## config.mk

```make
export PLATFORM = sky130hd
export DESIGN_NAME = dual_carry_adder
export DESIGN_NICKNAME = d
export VERILOG_FILES = /design/src/rtl/dwc_pkg.sv /design/src/rtl/dwc_operand.sv /design/src/rtl/dwc_carry_chain.sv /design/src/rtl/dwc_flag_reg.sv /design/src/rtl/dual_carry_adder.sv
export SDC_FILE = /design/constraint.sdc
export NUM_CORES = 1
export LEC_CHECK = 0
export BUFFER_PORTS_ARGS = -buffer_cell sky130_fd_sc_hd__buf_2
export CORE_ASPECT_RATIO = 1.2
export CORE_MARGIN = 2
export CORE_UTILIZATION = 45
export CTS_CLUSTER_SIZE = 24
export DETAILED_ROUTE_END_ITERATION = 7
export HOLD_SLACK_MARGIN = 0.1
export PLACE_DENSITY = 0.75
export SLEW_MARGIN = 20
export SYNTH_ARGS = -nofsm -noshare
export SYNTH_HDL_FRONTEND = slang
export SYNTH_HIERARCHICAL = 1
export SYNTH_SLANG_ARGS = --single-unit
export TNS_END_PERCENT = 1
```

## constraint.sdc

```tcl
create_clock -name clk -period 11.08 [get_ports clk]
set_input_delay 0 -clock clk [delete_from_list [all_inputs] [get_ports clk]]
set_output_delay 0 -clock clk [all_outputs]
set_load 0.01 [all_outputs]
```

## src/rtl/dwc_pkg.sv

```systemverilog
package dwc_pkg;

  typedef enum logic [2:0] {
    OP_ADD   = 3'd0,
    OP_ADDE  = 3'd1,
    OP_SUBF  = 3'd2,
    OP_SUBFE = 3'd3,
    OP_ADDM1 = 3'd4,
    OP_ADDZ  = 3'd5,
    OP_NEG   = 3'd6,
    OP_NONE  = 3'd7
  } dwc_op_e;

  typedef struct packed {
    logic so;
    logic ov;
    logic ov32;
    logic ca;
    logic ca32;
  } dwc_flags_t;

  // signed overflow of a width: carry into its sign bit differs from carry out
  function automatic logic signed_ovf(input logic c_into_sign, input logic c_out_sign);
    return c_into_sign ^ c_out_sign;
  endfunction

  function automatic logic op_writes_carry(input dwc_op_e op);
    return (op != OP_NEG) && (op != OP_NONE);
  endfunction

  function automatic logic op_is_live(input dwc_op_e op);
    return op != OP_NONE;
  endfunction

endpackage

```

## src/rtl/dwc_operand.sv

```systemverilog
module dwc_operand
  import dwc_pkg::*;
#(
  parameter int XLEN = 64
) (
  input  dwc_op_e           op,
  input  logic [XLEN-1:0]   a,
  input  logic [XLEN-1:0]   b,
  input  logic              ca_cur,
  output logic [XLEN-1:0]   x,
  output logic [XLEN-1:0]   y,
  output logic              cin
);

  always_comb begin
    x   = a;
    y   = b;
    cin = 1'b0;
    unique case (op)
      OP_ADD:   begin x = a;  y = b;          cin = 1'b0;   end
      OP_ADDE:  begin x = a;  y = b;          cin = ca_cur; end
      OP_SUBF:  begin x = ~a; y = b;          cin = 1'b1;   end
      OP_SUBFE: begin x = ~a; y = b;          cin = ca_cur; end
      OP_ADDM1: begin x = a;  y = '1;         cin = ca_cur; end
      OP_ADDZ:  begin x = a;  y = '0;         cin = ca_cur; end
      OP_NEG:   begin x = ~a; y = '0;         cin = 1'b1;   end
      default:  begin x = '0; y = '0;         cin = 1'b0;   end
    endcase
  end

endmodule

```

## src/rtl/dwc_carry_chain.sv

```systemverilog
module dwc_carry_chain #(
  parameter int XLEN = 64,
  parameter int HALF = 32
) (
  input  logic [XLEN-1:0] x,
  input  logic [XLEN-1:0] y,
  input  logic            cin,
  output logic [XLEN-1:0] sum,
  output logic            c_into_lsign,
  output logic            c_low_out,
  output logic            c_into_tsign,
  output logic            c_top_out
);

  localparam int NSEG = 4;
  localparam int BND [NSEG+1] = '{0, HALF-1, HALF, XLEN-1, XLEN};

  logic [NSEG:0] carry;
  assign carry[0] = cin;

  for (genvar k = 0; k < NSEG; k++) begin : g_seg
    localparam int LO = BND[k];
    localparam int HI = BND[k+1];
    localparam int W  = HI - LO;
    logic [W:0] part;
    assign part = {1'b0, x[HI-1:LO]} + {1'b0, y[HI-1:LO]} + {{W{1'b0}}, carry[k]};
    assign sum[HI-1:LO] = part[W-1:0];
    assign carry[k+1]   = part[W];
  end

  assign c_into_lsign = carry[1];
  assign c_low_out    = carry[2];
  assign c_into_tsign = carry[3];
  assign c_top_out    = carry[4];

  // a zero low word with zero carry-in cannot carry out of the low word
  always_comb begin
    if ((x[HALF-1:0] == '0) && (y[HALF-1:0] == '0) && !cin)
      AST_LOW_NO_CARRY: assert (!c_low_out && !c_into_lsign);
  end

endmodule

```

## src/rtl/dwc_flag_reg.sv

```systemverilog
module dwc_flag_reg
  import dwc_pkg::*;
(
  input  logic       clk,
  input  logic       rst_n,
  input  logic       upd_carry,
  input  logic       upd_ovf,
  input  logic       so_clear,
  input  logic       ca_n,
  input  logic       ca32_n,
  input  logic       ov_n,
  input  logic       ov32_n,
  output dwc_flags_t flags
);

  dwc_flags_t nxt;

  always_comb begin
    nxt = flags;
    if (upd_carry) begin
      nxt.ca   = ca_n;
      nxt.ca32 = ca32_n;
    end
    if (upd_ovf) begin
      nxt.ov   = ov_n;
      nxt.ov32 = ov32_n;
    end
    nxt.so = (flags.so && !so_clear) || (upd_ovf && ov_n);
  end

  always_ff @(posedge clk or negedge rst_n) begin
    if (!rst_n) flags <= '0;
    else        flags <= nxt;
  end

  AST_OV_HELD: assert property (@(posedge clk) disable iff (!rst_n)
    !upd_ovf |=> $stable(flags.ov) && $stable(flags.ov32));

  AST_SO_STICKY: assert property (@(posedge clk) disable iff (!rst_n)
    flags.so && !so_clear |=> flags.so);

  AST_SO_WITH_OV: assert property (@(posedge clk) disable iff (!rst_n)
    upd_ovf && ov_n |=> flags.so && flags.ov);

  AST_CARRY_HELD: assert property (@(posedge clk) disable iff (!rst_n)
    !upd_carry |=> $stable(flags.ca) && $stable(flags.ca32));

endmodule

```

## src/rtl/dual_carry_adder.sv

```systemverilog
module dual_carry_adder
  import dwc_pkg::*;
#(
  parameter int XLEN = 64,
  parameter int HALF = 32
) (
  input  logic            clk,
  input  logic            rst_n,
  input  logic            op_valid,
  input  logic [2:0]      op_sel,
  input  logic            mode64,
  input  logic            ov_en,
  input  logic            so_clear,
  input  logic [XLEN-1:0] opa,
  input  logic [XLEN-1:0] opb,
  output logic [XLEN-1:0] result,
  output logic            ca,
  output logic            ca32,
  output logic            ov,
  output logic            ov32,
  output logic            so
);

  dwc_op_e         op;
  dwc_flags_t      flags;
  logic [XLEN-1:0] x, y;
  logic            cin;
  logic            c_into_lsign, c_low_out, c_into_tsign, c_top_out;
  logic            ovf_low, ovf_full, ovf_mode, ca_mode;
  logic            live, upd_carry, upd_ovf;

  assign op = dwc_op_e'(op_sel);

  dwc_operand #(.XLEN(XLEN)) u_operand (
    .op     (op),
    .a      (opa),
    .b      (opb),
    .ca_cur (flags.ca),
    .x      (x),
    .y      (y),
    .cin    (cin)
  );

  dwc_carry_chain #(.XLEN(XLEN), .HALF(HALF)) u_chain (
    .x            (x),
    .y            (y),
    .cin          (cin),
    .sum          (result),
    .c_into_lsign (c_into_lsign),
    .c_low_out    (c_low_out),
    .c_into_tsign (c_into_tsign),
    .c_top_out    (c_top_out)
  );

  assign ovf_low   = signed_ovf(c_into_lsign, c_low_out);
  assign ovf_full  = signed_ovf(c_into_tsign, c_top_out);
  assign ovf_mode  = mode64 ? ovf_full : ovf_low;
  assign ca_mode   = mode64 ? c_top_out : c_low_out;

  assign live      = op_valid && op_is_live(op);
  assign upd_carry = live && op_writes_carry(op);
  assign upd_ovf   = live && ov_en;

  dwc_flag_reg u_flags (
    .clk       (clk),
    .rst_n     (rst_n),
    .upd_carry (upd_carry),
    .upd_ovf   (upd_ovf),
    .so_clear  (so_clear),
    .ca_n      (ca_mode),
    .ca32_n    (c_low_out),
    .ov_n      (ovf_mode),
    .ov32_n    (ovf_low),
    .flags     (flags)
  );

  assign ca   = flags.ca;
  assign ca32 = flags.ca32;
  assign ov   = flags.ov;
  assign ov32 = flags.ov32;
  assign so   = flags.so;

  AST_NARROW_CA_PAIR: assert property (@(posedge clk) disable iff (!rst_n)
    upd_carry && !mode64 |=> ca == ca32);

  AST_NARROW_OV_PAIR: assert property (@(posedge clk) disable iff (!rst_n)
    upd_ovf && !mode64 |=> ov == ov32);

  AST_IDLE_HOLD: assert property (@(posedge clk) disable iff (!rst_n)
    !live |=> $stable(ca) && $stable(ca32) && $stable(ov) && $stable(ov32));

  AST_RESERVED_ZERO: assert property (@(posedge clk) disable iff (!rst_n)
    op == OP_NONE |-> result == '0);

endmodule

```

==> flow_summary.json <==
{
  "die_x_um": 101,
  "num_vias": 5793,
  "final_layout_size_suffix_gt1_frac": 0.264,
  "start_util": 0.460,
  "port_buffers": 205,
  "arrival_ps": 6990,
  "wire_per_inst_um": 14.9,
  "antenna_left": 0,
  "top_register": "u_flags/flags",
  "max_freq_mhz": 143,
  "place_inst": 1019,
  "avgSynthCellArea_sq_um": 7.08,
  "synthArstFlopShare": 1.00,
  "dieArea_sq_um": 12200,
  "p_clk_frac": 0.103,
  "final_cells": 1025,
  "overflow": 0,
  "min_path_type": "in -> async",
  "die_h_um": 120,
  "ys_seq_elements": 5,
  "setup-tns-final_ps": 0,
  "clock_latency_ps": 230,
  "slew_violations": 0,
  "critPathKind": "in -> out",
  "rsz0062_at_grt": "no",
  "swShare": 0.512,
  "reg2regPathDepth": 25,
  "status": "complete, no violations",
  "combPwrFrac": 0.851,
  "grt_first_pass_wirelength_um": 24900,
  "switchingPower_uw": 299,
  "htreeDepth": 1,
  "seq_area_frac_synth": 0.0246,
  "cp_max_fo": 69,
  "drv_cap": 0,
  "intPower_uw": 284,
  "syn_area_sq_um": 5080,
  "min_period_ps": 6990,
  "cts.sinks": 5,
  "cts_buffers": 3,
  "clkTransAtPathRegs_ps": 30,
  "period_share": 0.631,
  "worstPathRequired_ps": 11080,
  "clockBufferDepth": 2,
  "cts_root_buf": "clkbuf_16",
  "worst_slew_pin_slew_ps": 712,
  "grt_usage": 0.245,
  "drt_iter0_drc": 275,
  "gp_congestion": 0.915,
  "synthesis.nets": 920,
  "routed_via_density": 5.65,
  "syn2layout_area_growth_pct": 21.0,
  "finalWirelength_um": 15300,
  "max_slew_margin": 0.526,
  "finalPower_uw": 583,
  "yosys_warnings": 6,
  "setup_viol": 0,
  "drc": 0,
  "cts_tree": "done",
  "first_pass_iters": 4,
  "grt_start_max_net_pins": 70,
  "yosysUniqueCellTypes": 63,
  "cp-start-kind": "input port",
  "critPathCaptureType": "primary output",
  "hold_ws_ps": 127,
  "largest_reg_flops": 5,
  "fin_nets": 1097,
  "grt_pass1_vias": 5561,
  "power.density_nw_per_um2": 94.8,
  "leakagePower_nw": 3.45,
  "vdd_drop_max_uv": 53.2,
  "antenna_found_initial": 0,
  "fin_skew_ps": 0.484,
  "coreArea_sq_um": 11000,
  "antennaDiodeCount": 0,
  "ys_dominant_reg_cell": "dfrtp_1",
  "pin_count": 206,
  "reg2reg_slack_ps": 5250,
  "largestRegisters": "u_flags/flags (5)",
  "hold_viol": 0,
  "seq_power_share": 0.046,
  "row_count": 42,
  "hpwlAfterDp_um": 12200,
  "cts_resized": 0,
  "synthCells": 717,
  "synth_edf_count": 0,
  "reg2reg_from": "u_flags/flags[1]$_DFFE_PN0P_",
  "r2r-end": "u_flags/flags[3]$_DFFE_PN0P_"
}
-- metal layers --
layer  part of all wire  vias up  wire length [um]  global-route usage
li1                   -     2920                 -                   -
met1               0.42     2613              6460               0.305
met2               0.49      232              7500               0.441
met3              0.065       28               999              0.0266
met4              0.023        0               353              0.0709
met5                  0        -                 0                   0
-- cells in the mapped netlist, types with 3 or more instances --
| library cell | n | area share |
|---|---|---|
| nand2_1 | 36 | 0.027 |
| o21a_1 | 10 | 0.015 |
| buf_6 | 12 | 0.027 |
| nand2b_1 | 7 | 0.0086 |
| and3_1 | 4 | 0.0049 |
| o21bai_1 | 7 | 0.010 |
| nor2b_1 | 7 | 0.0086 |
| nor3_1 | 11 | 0.011 |
| o21ai_2 | 11 | 0.019 |
| a21oi_1 | 58 | 0.057 |
| or3_1 | 3 | 0.0037 |
| and4_1 | 3 | 0.0052 |
| dfrtp_1 | 5 | 0.025 |
| clkbuf_1 | 17 | 0.013 |
| a211oi_1 | 9 | 0.013 |
| nor2_1 | 22 | 0.016 |
| xnor2_1 | 35 | 0.060 |
| mux2i_1 | 65 | 0.13 |
| inv_1 | 95 | 0.070 |
| mux2_2 | 3 | 0.0066 |
| a31oi_1 | 6 | 0.0074 |
| xor2_1 | 21 | 0.036 |
| nor4_1 | 3 | 0.0037 |
| o21ai_0 | 83 | 0.082 |
| nand4_1 | 13 | 0.016 |
| buf_2 | 6 | 0.0059 |
| o21ai_1 | 8 | 0.0079 |
| ha_1 | 60 | 0.15 |
| o31ai_1 | 3 | 0.0044 |
| fa_1 | 6 | 0.024 |
| nand3_1 | 12 | 0.012 |
| o211ai_1 | 9 | 0.013 |
| a2111oi_0 | 3 | 0.0052 |
| a21o_1 | 28 | 0.041 |
-- power by group through the flow --
stage	registers [mW]	clock network (mW)	logic, mW
2_1_floorplan	0.0278	0	0.332
3_3_place_gp	0.0270	0	0.488
3_5_place_dp	0.0271	0	0.490
4_1_cts	0.0269	0.0609	0.494
5_1_grt	0.0273	0.0618	0.546
6_report	0.0266	0.0600	0.496
-- cell type report --
cell class,count,area (sq um)
clock buffers,4,78.8
well taps,132,165
fillers,1118,4890
inverters,96,360
repair buffers,210,1070
multi-input cells,578,4350
flip-flops and latches,5,125
-- cell usage in the layout (no fill, tap or decap), types with 12 or more instances in the layout --
master	Yosys	final
buf_2	6	205
xor2_1	21	21
a21o_1	28	28
nand3_1	12	12
mux2i_1	65	65
ha_1	60	60
nand2_1	36	36
xnor2_1	35	35
o21ai_0	83	83
nor2_1	22	22
nand4_1	13	13
inv_1	95	95
a21oi_1	58	58
-- stage by stage --
stage / setup WS [ps] / cell area (sq um) / util
floorplan: 5800 / 5080 / -
global placement: 4220 / 6050 / 0.548
detailed placement: 4000 / 6050 / 0.548
CTS: 4010 / 6150 / 0.557
global route: 3380 / 6150 / 0.557
finish: 4090 / 6150 / 0.557
-- how the worst max path moves through the flow --
stage | from | to | slack [ps] | cells past startpoint
floorplan | op_sel[2] | u_flags/flags[3]$_DFFE_PN0P_ | 5800 | 27
global placement | op_sel[1] | u_flags/flags[3]$_DFFE_PN0P_ | 4220 | 28
detailed placement | op_sel[2] | u_flags/flags[3]$_DFFE_PN0P_ | 4000 | 29
CTS | op_sel[2] | result[60] | 4010 | 25
global route | op_sel[2] | result[60] | 3380 | 25
finish | op_sel[2] | result[60] | 4090 | 25
-- critical path, stage by stage --
cell and delay [ps]:
buf_2 80, buf_4 550, nor2b_1 260, nand2b_2 300
buf_4 380, o21ai_0 150, inv_1 100, fa_1 430
nand2b_1 170, a211oi_1 270, o21ai_1 230, o211ai_1 390
a41oi_1 280, o31ai_1 490, fa_1 350, fa_1 260
fa_1 220, a21o_1 160, a31oi_1 110, or4_1 480
a211oi_2 380, o21ai_1 140, mux2i_1 130, a2111oi_0 440
buf_2 220
-- cells by family (layout without fill, tap and decap cells) --
logic type | after synthesis | after routing | share of synthesized area
buffers and inverters | 134 | 310 | 0.120
xor gates and xnor gates | 56 | 56 | 0.0966
adders and majority gates | 66 | 66 | 0.171
muxes | 70 | 70 | 0.140
and+or+nand+nor | 128 | 128 | 0.126
AOI/OAI and AO/OA | 258 | 258 | 0.321
DFF | 5 | 5 | 0.0246
-- what timing repair did --
| action | CTS | global route |
|---|---|---|
| hold endpoints to repair | 6 | 0 |
| hold buffers | 2 | 0 |
| buffers inserted | 0 | 0 |
| endpoints found under the setup margin | 0 | 0 |
(Power assumes the default switching activity.)
